===== config.mk =====
export PLATFORM = sky130hd
export DESIGN_NAME = nand_bus_front
export DESIGN_NICKNAME = d
export VERILOG_FILES = /design/src/rtl/nfb_pkg.sv /design/src/rtl/nfb_sync.sv /design/src/rtl/nfb_decode.sv /design/src/rtl/nfb_busy_timer.sv /design/src/rtl/nand_bus_front.sv
export SDC_FILE = /design/constraint.sdc
export NUM_CORES = 1
export LEC_CHECK = 0
export ABC_AREA = 1
export ABC_CLOCK_PERIOD_IN_PS = 1800
export CORE_ASPECT_RATIO = 0.9
export CORE_MARGIN = 2
export CORE_UTILIZATION = 56
export CTS_CLUSTER_SIZE = 12
export DETAILED_ROUTE_END_ITERATION = 6
export DONT_BUFFER_PORTS = 1
export PLACE_DENSITY = 0.71
export SETUP_SLACK_MARGIN = 0.5
export SYNTH_ARGS = -nofsm -noshare
export SYNTH_HDL_FRONTEND = slang
export SYNTH_HIERARCHICAL = 1
export SYNTH_SLANG_ARGS = --single-unit

===== constraint.sdc =====
create_clock -name clk_i -period 1.8 [get_ports clk_i]
set_clock_uncertainty 0.1 [all_clocks]
set_input_delay 0.27 -clock clk_i [delete_from_list [all_inputs] [get_ports clk_i]]
set_output_delay 0.27 -clock clk_i [all_outputs]
set_load 0.005 [all_outputs]

===== src/rtl/nfb_pkg.sv =====
package nfb_pkg;
  typedef enum logic [1:0] {
    BUSY_READ  = 2'd0,
    BUSY_PROG  = 2'd1,
    BUSY_ERASE = 2'd2
  } busy_kind_e;
endpackage


===== src/rtl/nfb_sync.sv =====
module nfb_sync #(
  parameter int unsigned W = 1,
  parameter logic [W-1:0] RST_VAL = '0
) (
  input  logic         clk_i,
  input  logic         rst_ni,
  input  logic [W-1:0] d_i,
  output logic [W-1:0] q_o
);
  logic [W-1:0] s1_q, s2_q;

  always_ff @(posedge clk_i or negedge rst_ni) begin
    if (!rst_ni) begin
      s1_q <= RST_VAL;
      s2_q <= RST_VAL;
    end else begin
      s1_q <= d_i;
      s2_q <= s1_q;
    end
  end

  assign q_o = s2_q;
endmodule


===== src/rtl/nfb_decode.sv =====
module nfb_decode #(
  parameter int unsigned IO_W      = 8,
  parameter int unsigned COL_W     = 12,
  parameter int unsigned ROW_BYTES = 3,
  localparam int unsigned ROW_W    = 8 * ROW_BYTES,
  localparam int unsigned LAST_CYC = ROW_BYTES + 2,
  localparam int unsigned ACW      = $clog2(LAST_CYC + 1)
) (
  input  logic             clk_i,
  input  logic             rst_ni,
  input  logic             ce_s_i,
  input  logic             we_s_i,
  input  logic             re_s_i,
  input  logic             cle_s_i,
  input  logic             ale_s_i,
  input  logic [IO_W-1:0]  io_s_i,
  input  logic             busy_i,
  input  logic [IO_W-1:0]  rd_data_i,
  output logic [IO_W-1:0]  io_o,
  output logic             io_oe_o,
  output logic             cmd_valid_o,
  output logic [7:0]       cmd_o,
  output logic             addr_valid_o,
  output logic [COL_W-1:0] col_o,
  output logic [ROW_W-1:0] row_o,
  output logic             wdata_valid_o,
  output logic [IO_W-1:0]  wdata_o
);
  logic we_q, re_q;
  logic we_rise, re_fall, live;
  logic cmd_hit, adr_hit, dat_hit, rd_step;
  logic [ACW-1:0]   acyc_q;
  logic [COL_W-1:0] col_q;
  logic [ROW_W-1:0] row_q;

  always_ff @(posedge clk_i or negedge rst_ni) begin
    if (!rst_ni) begin
      we_q <= 1'b1;
      re_q <= 1'b1;
    end else begin
      we_q <= we_s_i;
      re_q <= re_s_i;
    end
  end

  assign we_rise = we_s_i & ~we_q;
  assign re_fall = ~re_s_i & re_q;
  assign live    = ~ce_s_i;
  assign cmd_hit = live & we_rise &  cle_s_i & ~ale_s_i;
  assign adr_hit = live & we_rise & ~cle_s_i &  ale_s_i;
  assign dat_hit = live & we_rise & ~cle_s_i & ~ale_s_i;
  assign rd_step = live & re_fall & ~busy_i;

  always_ff @(posedge clk_i or negedge rst_ni) begin
    if (!rst_ni) begin
      cmd_valid_o   <= 1'b0;
      addr_valid_o  <= 1'b0;
      wdata_valid_o <= 1'b0;
      cmd_o         <= '0;
      wdata_o       <= '0;
      acyc_q        <= '0;
    end else begin
      cmd_valid_o   <= cmd_hit;
      addr_valid_o  <= adr_hit;
      wdata_valid_o <= dat_hit;
      if (cmd_hit) begin
        cmd_o  <= io_s_i[7:0];
        acyc_q <= '0;
      end else if (adr_hit && acyc_q < ACW'(LAST_CYC)) begin
        acyc_q <= acyc_q + ACW'(1);
      end
      if (dat_hit) wdata_o <= io_s_i;
    end
  end

  // column: two address cycles, then stepped by read strobes
  always_ff @(posedge clk_i or negedge rst_ni) begin
    if (!rst_ni) begin
      col_q <= '0;
    end else if (adr_hit && acyc_q == ACW'(0)) begin
      col_q <= {col_q[COL_W-1:8], io_s_i[7:0]};
    end else if (adr_hit && acyc_q == ACW'(1)) begin
      col_q <= {io_s_i[COL_W-9:0], col_q[7:0]};
    end else if (rd_step) begin
      col_q <= col_q + COL_W'(1);
    end
  end

  for (genvar b = 0; b < ROW_BYTES; b++) begin : g_row
    always_ff @(posedge clk_i or negedge rst_ni) begin
      if (!rst_ni) begin
        row_q[8*b +: 8] <= '0;
      end else if (adr_hit && acyc_q == ACW'(b + 2)) begin
        row_q[8*b +: 8] <= io_s_i[7:0];
      end
    end
  end

  always_ff @(posedge clk_i or negedge rst_ni) begin
    if (!rst_ni)      io_o <= '0;
    else if (rd_step) io_o <= rd_data_i;
  end

  assign io_oe_o = ~ce_s_i & ~re_s_i;
  assign col_o   = col_q;
  assign row_o   = row_q;

  AST_ONE_EVENT: assert property (@(posedge clk_i) disable iff (!rst_ni)
    $onehot0({cmd_valid_o, addr_valid_o, wdata_valid_o}));
  AST_CE_BLOCKS: assert property (@(posedge clk_i) disable iff (!rst_ni)
    ce_s_i |=> !(cmd_valid_o || addr_valid_o || wdata_valid_o));
  AST_COL_STEP: assert property (@(posedge clk_i) disable iff (!rst_ni)
    (rd_step && !adr_hit) |=> col_q == $past(col_q) + COL_W'(1));
  AST_ACYC_BOUND: assert property (@(posedge clk_i) disable iff (!rst_ni)
    acyc_q <= ACW'(LAST_CYC));
  AST_CMD_ZERO: assert property (@(posedge clk_i) disable iff (!rst_ni)
    cmd_valid_o |-> acyc_q == '0);
endmodule


===== src/rtl/nfb_busy_timer.sv =====
module nfb_busy_timer
  import nfb_pkg::*;
#(
  parameter int unsigned CNT_W = 16
) (
  input  logic             clk_i,
  input  logic             rst_ni,
  input  logic             ce_s_i,
  input  logic             wp_s_i,
  input  logic             busy_req_i,
  input  logic [1:0]       busy_kind_i,
  input  logic [CNT_W-1:0] rd_cycles_i,
  input  logic [CNT_W-1:0] prog_cycles_i,
  input  logic [CNT_W-1:0] erase_cycles_i,
  output logic             busy_o,
  output logic             done_o,
  output logic             standby_o,
  output logic             pe_reset_o
);
  busy_kind_e       kind;
  logic [CNT_W-1:0] sel_cnt, cnt_q;
  logic             busy_q, done_q, standby_q;
  logic             accept, inhibit;

  assign kind = busy_kind_e'(busy_kind_i);

  always_comb begin
    case (kind)
      BUSY_READ: sel_cnt = rd_cycles_i;
      BUSY_PROG: sel_cnt = prog_cycles_i;
      default:   sel_cnt = erase_cycles_i;
    endcase
  end

  assign accept  = busy_req_i & ~busy_q;
  assign inhibit = (kind != BUSY_READ) & ~wp_s_i;

  always_ff @(posedge clk_i or negedge rst_ni) begin
    if (!rst_ni) begin
      busy_q <= 1'b0;
      done_q <= 1'b0;
      cnt_q  <= '0;
    end else begin
      done_q <= 1'b0;
      if (accept) begin
        if (inhibit || sel_cnt == '0) begin
          done_q <= 1'b1;
        end else begin
          busy_q <= 1'b1;
          cnt_q  <= sel_cnt;
        end
      end else if (busy_q) begin
        if (cnt_q == CNT_W'(1)) begin
          busy_q <= 1'b0;
          done_q <= 1'b1;
        end
        cnt_q <= cnt_q - CNT_W'(1);
      end
    end
  end

  // standby only when ready; the launch cycle counts as busy
  always_ff @(posedge clk_i or negedge rst_ni) begin
    if (!rst_ni) standby_q <= 1'b0;
    else         standby_q <= ce_s_i & ~busy_q & ~accept;
  end

  assign busy_o     = busy_q;
  assign done_o     = done_q;
  assign standby_o  = standby_q;
  assign pe_reset_o = ~wp_s_i;

  AST_WP_INHIBIT: assert property (@(posedge clk_i) disable iff (!rst_ni)
    (busy_req_i && !busy_q && busy_kind_i != 2'd0 && !wp_s_i) |=> (!busy_q && done_q));
  AST_BUSY_END: assert property (@(posedge clk_i) disable iff (!rst_ni)
    (busy_q && cnt_q == CNT_W'(1)) |=> (!busy_q && done_q));
  AST_NO_STANDBY_BUSY: assert property (@(posedge clk_i) disable iff (!rst_ni)
    busy_q |-> !standby_q);
  AST_REQ_WHILE_BUSY: assert property (@(posedge clk_i) disable iff (!rst_ni)
    (busy_q && cnt_q > CNT_W'(1)) |=> (busy_q && cnt_q == $past(cnt_q) - CNT_W'(1)));
endmodule


===== src/rtl/nand_bus_front.sv =====
module nand_bus_front #(
  parameter int unsigned IO_W      = 8,
  parameter int unsigned COL_W     = 12,
  parameter int unsigned ROW_BYTES = 3,
  parameter int unsigned CNT_W     = 16,
  localparam int unsigned ROW_W    = 8 * ROW_BYTES
) (
  input  logic             clk_i,
  input  logic             rst_ni,
  input  logic             ce_ni,
  input  logic             we_ni,
  input  logic             re_ni,
  input  logic             wp_ni,
  input  logic             cmd_latch_i,
  input  logic             addr_latch_i,
  input  logic [IO_W-1:0]  io_i,
  output logic [IO_W-1:0]  io_o,
  output logic             io_oe_o,
  input  logic [IO_W-1:0]  rd_data_i,
  output logic             cmd_valid_o,
  output logic [7:0]       cmd_o,
  output logic             addr_valid_o,
  output logic [COL_W-1:0] col_o,
  output logic [ROW_W-1:0] row_o,
  output logic             wdata_valid_o,
  output logic [IO_W-1:0]  wdata_o,
  input  logic             busy_req_i,
  input  logic [1:0]       busy_kind_i,
  input  logic [CNT_W-1:0] rd_cycles_i,
  input  logic [CNT_W-1:0] prog_cycles_i,
  input  logic [CNT_W-1:0] erase_cycles_i,
  output logic             rb_pull_o,
  output logic             done_o,
  output logic             standby_o,
  output logic             pe_reset_o
);
  logic [3:0]      strb_s;
  logic [1:0]      sel_s;
  logic [IO_W-1:0] io_s;
  logic            busy;

  nfb_sync #(.W(4), .RST_VAL(4'b1111)) u_sync_strb (
    .clk_i(clk_i), .rst_ni(rst_ni),
    .d_i({ce_ni, we_ni, re_ni, wp_ni}), .q_o(strb_s)
  );

  nfb_sync #(.W(2), .RST_VAL(2'b00)) u_sync_sel (
    .clk_i(clk_i), .rst_ni(rst_ni),
    .d_i({cmd_latch_i, addr_latch_i}), .q_o(sel_s)
  );

  nfb_sync #(.W(IO_W), .RST_VAL('0)) u_sync_io (
    .clk_i(clk_i), .rst_ni(rst_ni), .d_i(io_i), .q_o(io_s)
  );

  nfb_decode #(.IO_W(IO_W), .COL_W(COL_W), .ROW_BYTES(ROW_BYTES)) u_decode (
    .clk_i(clk_i), .rst_ni(rst_ni),
    .ce_s_i(strb_s[3]), .we_s_i(strb_s[2]), .re_s_i(strb_s[1]),
    .cle_s_i(sel_s[1]), .ale_s_i(sel_s[0]), .io_s_i(io_s),
    .busy_i(busy), .rd_data_i(rd_data_i),
    .io_o(io_o), .io_oe_o(io_oe_o),
    .cmd_valid_o(cmd_valid_o), .cmd_o(cmd_o),
    .addr_valid_o(addr_valid_o), .col_o(col_o), .row_o(row_o),
    .wdata_valid_o(wdata_valid_o), .wdata_o(wdata_o)
  );

  nfb_busy_timer #(.CNT_W(CNT_W)) u_timer (
    .clk_i(clk_i), .rst_ni(rst_ni),
    .ce_s_i(strb_s[3]), .wp_s_i(strb_s[0]),
    .busy_req_i(busy_req_i), .busy_kind_i(busy_kind_i),
    .rd_cycles_i(rd_cycles_i), .prog_cycles_i(prog_cycles_i),
    .erase_cycles_i(erase_cycles_i),
    .busy_o(busy), .done_o(done_o), .standby_o(standby_o),
    .pe_reset_o(pe_reset_o)
  );

  assign rb_pull_o = busy;

  AST_OD_STANDBY: assert property (@(posedge clk_i) disable iff (!rst_ni)
    rb_pull_o |-> !standby_o);
endmodule


Word-level counts from Yosys, hierarchy flattened
Cells that the tools add are included.
{"block": "classes", "n_lt_le_gt_ge": 1, "eq_ne": 8, "n_bitwise": 24, "muxes": 17, "addsub": 3, "reduce_logical": 18}
{"operator": "$mux W16", "count": 3}
{"operator": "$pmux W16 S2", "count": 1}
{"operator": "$mux W12", "count": 2}
{"operator": "$eq A16 B1 Y1 const B", "count": 1}
{"operator": "$logic_not A16 Y1", "count": 1}
{"operator": "$sub A16 B1 Y16 const B", "count": 1}
{"operator": "$and A1 B1 Y1", "count": 15}
{"operator": "$add A12 B1 Y12 const B", "count": 1}
{"operator": "$reduce_bool A2 Y1", "count": 5}
{"operator": "$not A1 Y1", "count": 9}
{"operator": "$mux W1", "count": 8}
{"operator": "$mux W8", "count": 1}
{"operator": "$eq A3 B2 Y1 const B", "count": 2}
{"operator": "$logic_and A1 B1 Y1", "count": 6}
{"operator": "$mux W3", "count": 2}
{"operator": "$reduce_and A2 Y1", "count": 3}
{"operator": "$add A3 B1 Y3 const B", "count": 1}
{"operator": "$eq A3 B1 Y1 const B", "count": 1}
{"operator": "$eq A3 B3 Y1 const B", "count": 1}
{"operator": "$logic_not A3 Y1", "count": 1}
{"operator": "$lt A3 B3 Y1 const B", "count": 1}
{"operator": "$eq A2 B1 Y1 const B", "count": 1}
{"operator": "$logic_not A2 Y1", "count": 1}
{"operator": "$ne A2 B1 Y1 const B", "count": 1}
{"operator": "2 further kinds", "count": 2}
{"block": "totals", "input_bits": 75, "register_bits": 115, "out_inout_bits": 68}

Depth between registers and ports, before layout
{"block": "depth", "word_depth": 8, "mapped_depth": 14, "ltp_nobuf": 12}

By module
The synthesis kept the hierarchy.
{"mod": "nfb_decode", "area_each_um2": 3248.1, "cells_each": 369, "n_inst": 1}
{"mod": "nfb_busy_timer", "area_each_um2": 1735.4, "cells_each": 285, "n_inst": 1}
{"mod": "nfb_sync (u_sync_io)", "area_each_um2": 400.4, "cells_each": 16, "n_inst": 1}
{"mod": "nfb_sync (u_sync_strb)", "area_each_um2": 210.2, "cells_each": 8, "n_inst": 1}
{"mod": "nfb_sync (u_sync_sel)", "area_each_um2": 100.1, "cells_each": 4, "n_inst": 1}

Worst setup path before layout
No wires, ideal clock.
{"block": "synth_path", "path_type": "input-to-reg", "from": "in busy_kind_i[0]", "to": "reg u_timer.cnt_q[12]", "path_buffers": 3, "setup_time_ns": 0.117, "stages": 13, "t_required_ns": 1.583, "slack_ns": 0.105, "arrival_ns": 1.478, "cell_sequence": "buf_4 > buf_4 > nand3_1 > nand3_1 > nor2_1 > nand2_1 > nor2_2 > nand2_2 > nand3_4 > nand2_4 > buf_6 > nand2_1 > nand2_1"}
{"block": "synth_via", "elab_chain_len": 6}
{"element": "start: declaration", "line_no": "nand_bus_front.sv:28", "text": "input logic [1:0] busy_kind_i,"}
{"element": "$eq A2 B1 Y1 / $logic_not A2 Y1 (equally long branches)", "line_no": "nfb_busy_timer.sv:28", "text": "case (kind)"}
{"element": "$pmux W16 S2", "line_no": "nfb_busy_timer.sv:28"}
{"element": "$logic_not A16 Y1", "line_no": "nfb_busy_timer.sv:46", "text": "if (inhibit || sel_cnt == '0) begin"}
{"element": "$logic_or A1 B1 Y1", "line_no": "nfb_busy_timer.sv:46"}
{"element": "$ne A2 B2 Y1 (no source line)"}
{"element": "$reduce_and A2 Y1 (no source line)"}
{"element": "end signal: assignment", "line_no": "nfb_busy_timer.sv:50", "text": "cnt_q <= sel_cnt;"}
{"element": "end signal: assignment", "line_no": "nfb_busy_timer.sv:57", "text": "cnt_q <= cnt_q - CNT_W'(1);"}
{"element": "end: declaration", "line_no": "nfb_busy_timer.sv:21", "text": "logic [CNT_W-1:0] sel_cnt, cnt_q;"}
Parallel ways exist; a longest one is shown, timed or not. The select of a mux whose other input is x is not followed.
A chain may end at the register's enable or synchronous reset.

Final worst setup path
{"block": "layout_path", "from": "reg u_timer.cnt_q[4]", "to": "reg u_timer.cnt_q[15]"}
{"block": "layout_via", "elab_chain_len": 3}
{"element": "$sub A16 B1 Y16", "line_no": "nfb_busy_timer.sv:57"}
{"element": "$mux W16", "line_no": "nfb_busy_timer.sv:52", "text": "end else if (busy_q) begin"}
{"element": "$mux W16", "line_no": "nfb_busy_timer.sv:45", "text": "if (accept) begin"}
No other way between the ends. The select of a mux whose other input is x is not followed.

==> results.md <==
Status:
- The run finished, with violations left.
- The checks that failed: hold timing, setup timing.

Finish:
- The layout overhead on the synthesized area is 40.01%.
- The library cell used most frequently in the layout, excluding fill and tap cells, is sky130_fd_sc_hd__nand2_1.
- For this run, the share of the core covered by cells in the final layout is 81.48%.
- The count of nets after finishing is 870.
- The fraction of final layout cells sized beyond drive strength 1 is 37.80%.
- The count of antenna diodes in the layout is 0.
- In the layout the commonest cells are 209 x sky130_fd_sc_hd__nand2_1, 98 x sky130_fd_sc_hd__dfrtp_1, 47 x sky130_fd_sc_hd__nand3_1, 46 x sky130_fd_sc_hd__buf_4, 39 x sky130_fd_sc_hd__nor2_1.

Critical path:
- The critical-path maximum fanout is 3.
- Data on the critical path is required at its endpoint by 2040 ps.
- STA classifies the critical path endpoint as a flop.
- The data arrival time of the critical path is 2120 ps.
- The kind of start point of the critical path is a flop.
- By startpoint and endpoint, the worst setup path is classified as flop to flop.

Synthesis:
- The sequential-to-total area share from yosys stat is 50.76%.
- The total of warnings raised by yosys is 6.
- The synthesized netlist contains 39 unique library cells.
- After synthesis the netlist holds a flip-flop and latch count of 115.
- For this run, asynchronously set or reset flops after synthesis account for 100.0%.
- The mean instance size in the synthesized netlist is 8.349 um^2.
- The primary flip-flop cell chosen by synthesis mapping is sky130_fd_sc_hd__dfrtp_1.
- The number of nets in the synthesized netlist is 765.
- The area of the mapped netlist is 5694 um^2.
- The number of instances in the synthesized netlist is 682.
- The number of enable-type register cells in the synthesized netlist is 0.

Clock tree:
- TritonCTS built the clock tree.
- The total number of H-tree levels is 4.
- Hold repair after CTS inserted 23 buffers.
- The clock net in this run drives a total of 115 sinks.
- The root buffer cell is sky130_fd_sc_hd__clkbuf_16.
- TritonCTS created 17 clock buffers.
- After clock tree synthesis, the clock-pin slew on the worst setup and hold paths is 50 ps.
- At the later pin of the worst-skew pair, clock insertion delay measures 410 ps.
- The worst-case clock buffer depth is 2.

Floorplanning:
- The die footprint is 10990 um^2.
- The floorplan step set the die height to 99.67 um.
- The floorplan step set the die width to 110.3 um.
- The area of the core is 9784 um^2.
- The starting density of the core is 58.20%.
- The number of standard-cell rows in the floorplan is 34.
- Pin placement for this block handled 143 I/O pins.

Power and ir drop:
- The worst-case vdd ir drop is 0.9022 mV.
- The analysis attributes to cell leakage a power of 3.804 nW.
- The power density over the cells is 918.7 nW/um^2.

Global routing:
- The via count of the first global-routing pass is 4989.
- The total congestion overflow after global routing is 0.
- The initial antenna violation count is 0.
- The total track usage is 28.95%.
- The first global-routing pass estimated 24070 um of wire.
- Entering global routing, the biggest net connects 116 pins.

Routing:
- The routed layout has 5461 vias.
- In the routed layout, each cell is associated on average with a via count of 5.904.
- After detailed routing, the average wire length per cell comes to 19.86 um.
- The first detailed-routing pass ran for 5 iterations.
- The remaining antenna violation count is 0.
- The final wirelength is 18370 um.
- The DRC violation count after routing is 0.
- The number of DRC markers in iteration 0 is 515.

Placed design:
- The number of port buffers is 0.
- The worst setup timing slack at the placement stage is 2.559 ps.
- The weighted congestion at the end of routability-driven global placement is 0.8641.
- The detailed placement HPWL is 9366 um.

STA:
- In this run the tightest slew margin relative to its limit is 64.98%.
- The number of hold violations in the final report was 115.
- The final count of pins violating max slew is 0.
- Dividing the final minimum period by the clock period gives 104.3%.
- Setup repair after global routing could not meet its margin everywhere.
- Across all setup checks in the final design, the least slack found is -77.51 ps.
- At the pin with the least slew margin, the transition time is 525.3 ps.
- The worst hold slack is -545.1 ps.
- Setup violations remaining at the end of the flow were counted as 1.
- After layout, the minimum clock period comes to 1878 ps.
- Timing would allow up to 532.6 MHz.

Worst hold path:
- The class of the tightest hold or removal check is input pin to asynchronous set/reset pin.

Run:
- The max capacitance violation total is 0.
-- synthesized netlist by cell type, types with 3 or more instances --
cell | instances | area share, %
sky130_fd_sc_hd__or2_2 | 4 | 0.44
sky130_fd_sc_hd__a31oi_1 | 5 | 0.55
sky130_fd_sc_hd__dfrtp_1 | 105 | 46
sky130_fd_sc_hd__o21ai_1 | 13 | 1.1
sky130_fd_sc_hd__inv_2 | 3 | 0.20
sky130_fd_sc_hd__nand3_4 | 4 | 1.2
sky130_fd_sc_hd__nor2_2 | 3 | 0.33
sky130_fd_sc_hd__nor2_1 | 56 | 3.7
sky130_fd_sc_hd__o21ai_2 | 19 | 2.9
sky130_fd_sc_hd__buf_4 | 3 | 0.40
sky130_fd_sc_hd__dfstp_2 | 10 | 4.6
sky130_fd_sc_hd__nand3_1 | 69 | 6.1
sky130_fd_sc_hd__nand4_1 | 3 | 0.33
sky130_fd_sc_hd__clkbuf_1 | 3 | 0.20
sky130_fd_sc_hd__nand2_1 | 255 | 17
sky130_fd_sc_hd__a21oi_1 | 6 | 0.53
sky130_fd_sc_hd__nand3_2 | 7 | 1.2
sky130_fd_sc_hd__ha_1 | 8 | 1.8
sky130_fd_sc_hd__nand2_4 | 6 | 1.2
sky130_fd_sc_hd__xor2_1 | 3 | 0.46
sky130_fd_sc_hd__buf_2 | 3 | 0.26
sky130_fd_sc_hd__o21ai_0 | 20 | 1.8
sky130_fd_sc_hd__inv_1 | 48 | 3.2
sky130_fd_sc_hd__buf_6 | 9 | 1.8
sky130_fd_sc_hd__xnor2_1 | 3 | 0.46
-- registers in the layout, summed over array words and instances, names as in the netlist, 2 cells and up --
name              flops
u_timer/cnt_q        16
u_decode/acyc_q       3
u_sync_sel/s1_q       2
u_decode/cmd_o        8
u_decode/wdata_o      8
u_sync_sel/q_o        2
u_sync_io/q_o         8
u_decode/row_o       24
u_decode/io_o         8
u_sync_io/s1_q        8
u_sync_strb/q_o       4
u_decode/col_o       12
u_sync_strb/s1_q      4
-- metrics by stage --
step	hold slack, ps	total power [W]	setup TNS (ps)	instance area, um^2	cells
global placement	-122.4	0.003564	0	5923	797
detailed placement	-123.3	0.003596	0	5923	797
finish	-545.1	0.007325	-77.51	7973	925
CTS	-555.3	0.007169	0	7387	889
global route	-568.8	0.007549	-247.3	7973	925
floorplan	-125.6	0.003465	0	5914	682
-- power breakdown --
| group | leakage, nW | total (W) | internal, W | switching (W) |
|---|---|---|---|---|
| Clock | 0.295 | 0.00349 | 0.00228 | 0.00120 |
| Sequential | 1.39 | 0.00300 | 0.00279 | 0.000214 |
| Combinational | 2.12 | 0.000835 | 0.000366 | 0.000469 |
-- timing repair --
| item | in CTS | in global routing |
|---|---|---|
| gates cloned | 3 | 6 |
| endpoints found under the setup margin | 84 | 86 |
| gates resized for setup | 86 | 78 |
| hold endpoints to repair | 138 | 115 |
| buffers inserted | 35 | 30 |
| pin swaps | 45 | 51 |
-- area by class of cell --
type	count	area [um^2]
Fill cell	505	1812
Timing Repair inverter	1	6.256
Sequential cell	115	2899
Multi-Input combinational cell	499	3074
Inverter	55	262.8
Clock inverter	11	152.6
Tap cell	126	157.7
Clock buffer	20	466.7
Timing Repair Buffer	98	953.4
-- worst paths after layout --
kind / start / end / slack [ps] / cells after the start
max: u_timer/cnt_q[4] / u_timer/cnt_q[15] / -80 / 11
min: rst_ni / u_decode/io_o[6] / -550 / 0
max reg2reg: u_timer/cnt_q[4] / u_timer/cnt_q[15] / -80 / 11
min reg2reg: u_sync_sel/s1_q[1] / u_sync_sel/q_o[1] / 250 / 0
max in group asynchronous: rst_ni / u_sync_strb/q_o[0] / 1880 / 0
min in group clk_i: busy_req_i / u_timer/cnt_q[6] / 110 / 4
-- logic make-up after synthesis --
kind of cell / synth area share, %
DFF: 50.76
adders and majority gates: 1.758
buffers and inverters: 6.746
AOI/OAI and AO/OA: 7.141
xor gates and xnor gates: 0.9230
and+or+nand+nor: 32.67
-- critical path, cell delays in order, from the launching register on --
cell and delay (ps):
sky130_fd_sc_hd__dfrtp_1 410, sky130_fd_sc_hd__nor2_2 190, sky130_fd_sc_hd__nand2_2 120, sky130_fd_sc_hd__nor2_4 140
sky130_fd_sc_hd__nand4_1 170, sky130_fd_sc_hd__nor2_1 210, sky130_fd_sc_hd__nand2_1 90, sky130_fd_sc_hd__nand2_1 100
sky130_fd_sc_hd__nand2_1 70, sky130_fd_sc_hd__nand2_1 70, sky130_fd_sc_hd__nand2_1 80, sky130_fd_sc_hd__nand2_1 60
-- metal layers --
| metal | wire [um] | vias to the layer above | GRT usage (%) |
|---|---|---|---|
| li1 | - | 2411 | - |
| met1 | 7199 | 2609 | 38.62 |
| met4 | 597 | 0 | 11.06 |
| met5 | 0 | - | 0 |
| met3 | 1747 | 63 | 8.126 |
| met2 | 8822 | 378 | 45.07 |
(Power assumes the default switching activity.)
